==> config.mk <==
export PLATFORM = sky130hd
export DESIGN_NAME = fir_section
export DESIGN_NICKNAME = d
export VERILOG_FILES = /design/src/rtl/fir_pkg.sv /design/src/rtl/fir_tapline.sv /design/src/rtl/fir_mul2.sv /design/src/rtl/fir_sum1.sv /design/src/rtl/fir_section.sv
export SDC_FILE = /design/constraint.sdc
export NUM_CORES = 1
export LEC_CHECK = 0
export BUFFER_PORTS_ARGS = -buffer_cell sky130_fd_sc_hd__buf_2
export CAP_MARGIN = 20
export CORE_UTILIZATION = 40
export DETAILED_ROUTE_END_ITERATION = 10
export PLACE_DENSITY = 0.68
export SYNTH_ARGS = -nofsm -noshare
export SYNTH_HDL_FRONTEND = slang
export SYNTH_SLANG_ARGS = --single-unit
export TNS_END_PERCENT = 50
==> constraint.sdc <==
create_clock -name clk -period 6.95 [get_ports clk]
set_clock_uncertainty 0.05 [all_clocks]
set_input_delay 0.695 -clock clk [delete_from_list [all_inputs] [get_ports clk]]
set_output_delay 0.695 -clock clk [all_outputs]
set_load 0.01 [all_outputs]
==> src/rtl/fir_pkg.sv <==
package fir_pkg;

    // Width that holds the sum of `terms` signed values of `prod_w` bits without wrap.
    function automatic int acc_width(input int prod_w, input int terms);
        return prod_w + $clog2(terms);
    endfunction

    // Largest magnitude of a product of two signed operands of the given widths.
    function automatic longint prod_mag(input int aw, input int bw);
        return longint'(1) <<< (aw + bw - 2);
    endfunction

endpackage

==> src/rtl/fir_tapline.sv <==
module fir_tapline #(
    parameter int TAPS = 4,
    parameter int W    = 9
) (
    input  logic                clk,
    input  logic                rst,
    input  logic signed [W-1:0] x_i,
    output logic [TAPS*W-1:0]   taps_o
);

    typedef struct packed {
        logic [TAPS-1:0][W-1:0] stage;
    } line_t;

    line_t line_d, line_q;

    always_comb begin
        line_d          = line_q;
        line_d.stage[0] = x_i;
        for (int j = 1; j < TAPS; j++) begin
            line_d.stage[j] = line_q.stage[j-1];
        end
    end

    always_ff @(posedge clk) begin
        if (rst) begin
            line_q <= '0;
        end else begin
            line_q <= line_d;
        end
    end

    assign taps_o = line_q.stage;


    head_capture_chk: assert property (@(posedge clk) disable iff (rst)
        !$past(rst) |-> line_q.stage[0] == $past(x_i));

    generate
        for (genvar j = 1; j < TAPS; j++) begin : g_shift_chk

            shift_chk: assert property (@(posedge clk) disable iff (rst)
                !$past(rst) |-> line_q.stage[j] == $past(line_q.stage[j-1]));
        end
    endgenerate

endmodule

==> src/rtl/fir_mul2.sv <==
module fir_mul2 #(
    parameter int AW = 9,
    parameter int BW = 9,
    parameter int PW = AW + BW
) (
    input  logic                 clk,
    input  logic                 rst,
    input  logic signed [AW-1:0] a_i,
    input  logic signed [BW-1:0] b_i,
    output logic signed [PW-1:0] p_o
);

    typedef struct packed {
        logic signed [PW-1:0] s1;
        logic signed [PW-1:0] s2;
    } pipe_t;

    pipe_t pipe_d, pipe_q;

    always_comb begin
        pipe_d    = pipe_q;
        pipe_d.s1 = PW'(a_i) * PW'(b_i);
        pipe_d.s2 = pipe_q.s1;
    end

    always_ff @(posedge clk) begin
        if (rst) begin
            pipe_q <= '0;
        end else begin
            pipe_q <= pipe_d;
        end
    end

    assign p_o = pipe_q.s2;


    mul_latency_chk: assert property (@(posedge clk) disable iff (rst)
        (!$past(rst) && !$past(rst, 2)) |->
            p_o == (PW'($past(a_i, 2)) * PW'($past(b_i, 2))));

endmodule

==> src/rtl/fir_sum1.sv <==
module fir_sum1 #(
    parameter int N  = 4,
    parameter int IW = 18,
    parameter int OW = 20
) (
    input  logic                 clk,
    input  logic                 rst,
    input  logic [N*IW-1:0]      in_i,
    output logic signed [OW-1:0] sum_o
);

    typedef struct packed {
        logic signed [OW-1:0] total;
    } acc_t;

    acc_t acc_d, acc_q;

    always_comb begin
        acc_d.total = '0;
        for (int i = 0; i < N; i++) begin
            acc_d.total = acc_d.total + OW'($signed(in_i[i*IW +: IW]));
        end
    end

    always_ff @(posedge clk) begin
        if (rst) begin
            acc_q <= '0;
        end else begin
            acc_q <= acc_d;
        end
    end

    assign sum_o = acc_q.total;

endmodule

==> src/rtl/fir_section.sv <==
module fir_section #(
    parameter int TAPS     = 4,
    parameter int SAMPLE_W = 9,
    parameter int COEF_W   = 9
) (
    input  logic                                                clk,
    input  logic                                                rst,
    input  logic signed [SAMPLE_W-1:0]                          sample_i,
    input  logic [TAPS*COEF_W-1:0]                              coef_i,
    output logic signed [SAMPLE_W+COEF_W+$clog2(TAPS)-1:0]      filt_o,
    output logic signed [SAMPLE_W-1:0]                          chain_o
);

    localparam int PROD_W = SAMPLE_W + COEF_W;
    localparam int OUT_W  = fir_pkg::acc_width(PROD_W, TAPS);
    localparam longint BOUND = longint'(TAPS) * fir_pkg::prod_mag(SAMPLE_W, COEF_W);

    logic [TAPS*SAMPLE_W-1:0] tap_w;
    logic [TAPS*PROD_W-1:0]   prod_w;

    fir_tapline #(
        .TAPS (TAPS),
        .W    (SAMPLE_W)
    ) u_line (
        .clk    (clk),
        .rst    (rst),
        .x_i    (sample_i),
        .taps_o (tap_w)
    );

    generate
        for (genvar j = 0; j < TAPS; j++) begin : g_tap
            fir_mul2 #(
                .AW (SAMPLE_W),
                .BW (COEF_W),
                .PW (PROD_W)
            ) u_mul (
                .clk (clk),
                .rst (rst),
                .a_i ($signed(tap_w[j*SAMPLE_W +: SAMPLE_W])),
                .b_i ($signed(coef_i[j*COEF_W +: COEF_W])),
                .p_o (prod_w[j*PROD_W +: PROD_W])
            );
        end
    endgenerate

    fir_sum1 #(
        .N  (TAPS),
        .IW (PROD_W),
        .OW (OUT_W)
    ) u_sum (
        .clk   (clk),
        .rst   (rst),
        .in_i  (prod_w),
        .sum_o (filt_o)
    );

    assign chain_o = $signed(tap_w[(TAPS-1)*SAMPLE_W +: SAMPLE_W]);


    rst_clear_chk: assert property (@(posedge clk) disable iff (rst)
        $past(rst) |-> (filt_o == '0 && chain_o == '0));


    no_overflow_chk: assert property (@(posedge clk) disable iff (rst)
        (longint'(filt_o) <= BOUND) && (longint'(filt_o) >= -BOUND));

endmodule

==> impl_metrics.json <==
{
  "grt_pass1_vias": 13862,
  "vias_per_cell": 4.89,
  "total_power_uw": 4410,
  "powerDensity_nw_per_um2": 216,
  "dr_wl_met3_mm": 1.98,
  "start_util_pct": 40.6,
  "rsz0062_at_grt": "false",
  "syn_area_um2": 19000,
  "r2r-end": "g_tap[1].u_mul.pipe_d[17]$_SDFF_PP0_",
  "clkLatencyLatePin_ns": 0.45,
  "portBuffers": 75,
  "intPower_uw": 2740,
  "die_w_um": 220,
  "drcViolationCount": 16,
  "synth_xor_area_share_pct": 3.28,
  "wl_met1_mm": 16.7,
  "synth_edf_count": 0,
  "ys_seq_area_share_pct": 21.1,
  "cp.required_ns": 7.22,
  "io_pins": 76,
  "cts_num_sinks": 200,
  "synth-main-ff-cell": "dfxtp_1",
  "cts.clk_slew.worst_paths_ns": 0.08,
  "setup_viol": 0,
  "routed.top_layer": "met5",
  "regToRegSetupSlack_ns": 1.65,
  "die_area_um2": 48300,
  "final_cell_mix": "fa_1 (317), inv_1 (290), dfxtp_1 (200)",
  "area_growth_pct": 7.91,
  "max_slew_margin_pct": 43.6,
  "dpl-instance-area_um2": 19900,
  "wl_met2_mm": 19.8,
  "fmax_mhz": 189,
  "p_leak_uw": 0.0101,
  "r2r_cells": 17,
  "post_cts_resized": 0,
  "synth_cell_types": 55,
  "wl_per_cell_um": 15.5,
  "antenna_found_initial": 3,
  "combinationalPowerShare_pct": 44.7,
  "p_sw_share_pct": 38.0,
  "muxShareOfSynthArea_pct": 0.627,
  "ys_seq_elements": 200,
  "htree_levels": 4,
  "cp.arrival_ns": 5.57,
  "power_frac_seq_pct": 32.5,
  "async_flop_share_pct": 0,
  "worstSetupPathType": "reg -> reg",
  "synth_area_leaders": "fa_1 (33%), dfxtp_1 (21%), ha_1 (11%)",
  "layout_commonest_cell": "fa_1",
  "tns_ns": 0,
  "power_frac_clock_pct": 22.8,
  "core-area_um2": 46700,
  "wl_mm": 39.7,
  "drive_above_1_share_pct": 6.80,
  "syn-mean-instance-area_um2": 9.90,
  "synth_fp_nets": 2451,
  "synth_fa_ha_area_share_pct": 44.8,
  "maxCapViolCount": 0,
  "die_h_um": 220,
  "synth_top_family_by_area": "adder cells",
  "cts_setup_buffers": 0,
  "syn-instance-count": 1916,
  "synth_top_cell_by_area": "fa_1",
  "maxSlewViolCount": 0,
  "postRouteAntennaNets": 0,
  "hold_path_depth": 1,
  "synth.top_cell.area_share_pct": 33.5,
  "hpwl_mm": 32.8,
  "track_usage_pct": 18.1,
  "synthSimpleGateAreaFrac_pct": 17.8,
  "status": "finished, violations left",
  "dr.pass1.iters": 8,
  "nets": 2478,
  "numCtsBuffers": 17,
  "clockBufferDepth": 2,
  "worstHoldEndpoint": "g_tap[1].u_mul.p_o[5]$_SDFF_PP0_",
  "cts_tree": "built",
  "final_hold_viol_count": 0,
  "power.switching_uw": 1670,
  "period_minus_slack_ns": 5.30,
  "ctsRootBufferMaster": "clkbuf_16",
  "peakVddDrop_mv": 0.184,
  "hp-class": "reg -> reg",
  "fin_area_um2": 20500,
  "vias": 12542,
  "holdBufCountCts": 0,
  "worstReg2RegStart": "u_line.taps_o[14]$_SDFF_PP0_",
  "startpoint_type": "flip-flop",
  "grt_remaining_overflow": 0,
  "fp-row-count": 79,
  "grt_max_degree": 74,
  "fillers": 4466,
  "synth_compound_area_share_pct": 5.27,
  "fin_crit_sh_pct": 76.3,
  "hold_start": "g_tap[1].u_mul.pipe_d[5]$_SDFF_PP0_",
  "endpoint_kind": "flip-flop",
  "crit_fanout": 10,
  "violations": "design-rule violations",
  "drt_iter0_markers": 625,
  "yosysWarnings": 0,
  "gp_congestion": 0.871,
  "tightest_slew_ns": 0.846,
  "grt_first_pass_wirelength_mm": 68.5
}
-- critical path, stage by stage (launching register included) --
cell and delay [ns]:
dfxtp_1 0.70, nand2_1 0.16, fa_1 0.57, inv_1 0.06, fa_1 0.45, ha_1 0.29, inv_1 0.04, fa_1 0.48
inv_1 0.04, ha_1 0.26, ha_1 0.22, fa_1 0.50, a211oi_1 0.34, nor3_1 0.15, o41ai_2 0.43, a21oi_1 0.16
xnor2_1 0.19, nor2_1 0.06
-- cell usage after synthesis (all sizes together) (14+ instances only) --
master  instances
o21ai          24
ha            171
xor2           16
a211oi         14
nor3           41
nand2         180
nor2           77
a21oi          47
xnor2          55
and2          130
dfxtp         200
nor2b         162
clkbuf         64
fa            317
o21a           15
inv           290
-- routing by layer --
metal	up-vias	GRT usage, %
met5	-	0
met4	4	6.44
met3	70	3.26
met2	280	31.4
met1	6232	22.3
li1	5956	-
-- registers in the layout, summed over array words and instances, names as in the netlist --
name                flops
g_tap.u_mul.pipe_d     72
u_line.taps_o          36
u_sum.sum_o            20
g_tap.u_mul.p_o        72
-- kinds of logic after synthesis --
group / Yosys count
AO/OA/AOI/OAI: 145
XOR/XNOR: 71
adder cells (fa/ha/maj): 488
buffers and inverters: 360
flip-flops: 200
multiplexers: 11
AND/OR/NAND/NOR: 641
-- power by group through the flow --
stage                     combinational (uW)  sequential (uW)  clock [uW]
after global placement                  1910             1460           0
after CTS                               2000             1440        1030
after floorplan                         1520             1420           0
after detailed placement                1970             1460           0
after global routing                    2270             1450        1070
final                                   1970             1430        1010
-- final cells by class --
type | count | area (um^2) | area share, %
inverters | 290 | 1090 | 5.32
clock buffers | 17 | 425 | 2.08
clock inverters | 15 | 175 | 0.856
diodes | 1 | 2.50 | 0.0122
repair buffers | 78 | 404 | 1.98
multi-input cells | 1356 | 13600 | 66.5
well taps | 607 | 759 | 3.71
flip-flops and latches | 200 | 4000 | 19.6
-- metrics by stage --
stage | util (%) | worst slack [ns] | cells | hold WS [ns]
CTS | 43.8 | 1.62 | 2563 | 0.370
global placement | 42.6 | 1.65 | 2531 | 0.370
global route | 43.8 | 1.36 | 2563 | 0.382
detailed placement | 42.6 | 1.57 | 2531 | 0.374
finish | 43.9 | 1.65 | 2564 | 0.386
floorplan | - | 1.90 | 1916 | 0.364
-- how the worst max path moves through the flow --
stage | from | to | slack (ns)
2_1_floorplan | coef_i[9] | g_tap[1].u_mul.pipe_d[17]$_SDFF_PP0_ | 1.90
3_3_place_gp | coef_i[9] | g_tap[1].u_mul.pipe_d[17]$_SDFF_PP0_ | 1.65
3_5_place_dp | coef_i[0] | g_tap[0].u_mul.pipe_d[17]$_SDFF_PP0_ | 1.57
4_1_cts | u_line.taps_o[14]$_SDFF_PP0_ | g_tap[1].u_mul.pipe_d[17]$_SDFF_PP0_ | 1.62
5_1_grt | u_line.taps_o[14]$_SDFF_PP0_ | g_tap[1].u_mul.pipe_d[17]$_SDFF_PP0_ | 1.36
6_report | u_line.taps_o[14]$_SDFF_PP0_ | g_tap[1].u_mul.pipe_d[17]$_SDFF_PP0_ | 1.65
Power figures use the tool's default switching activity.
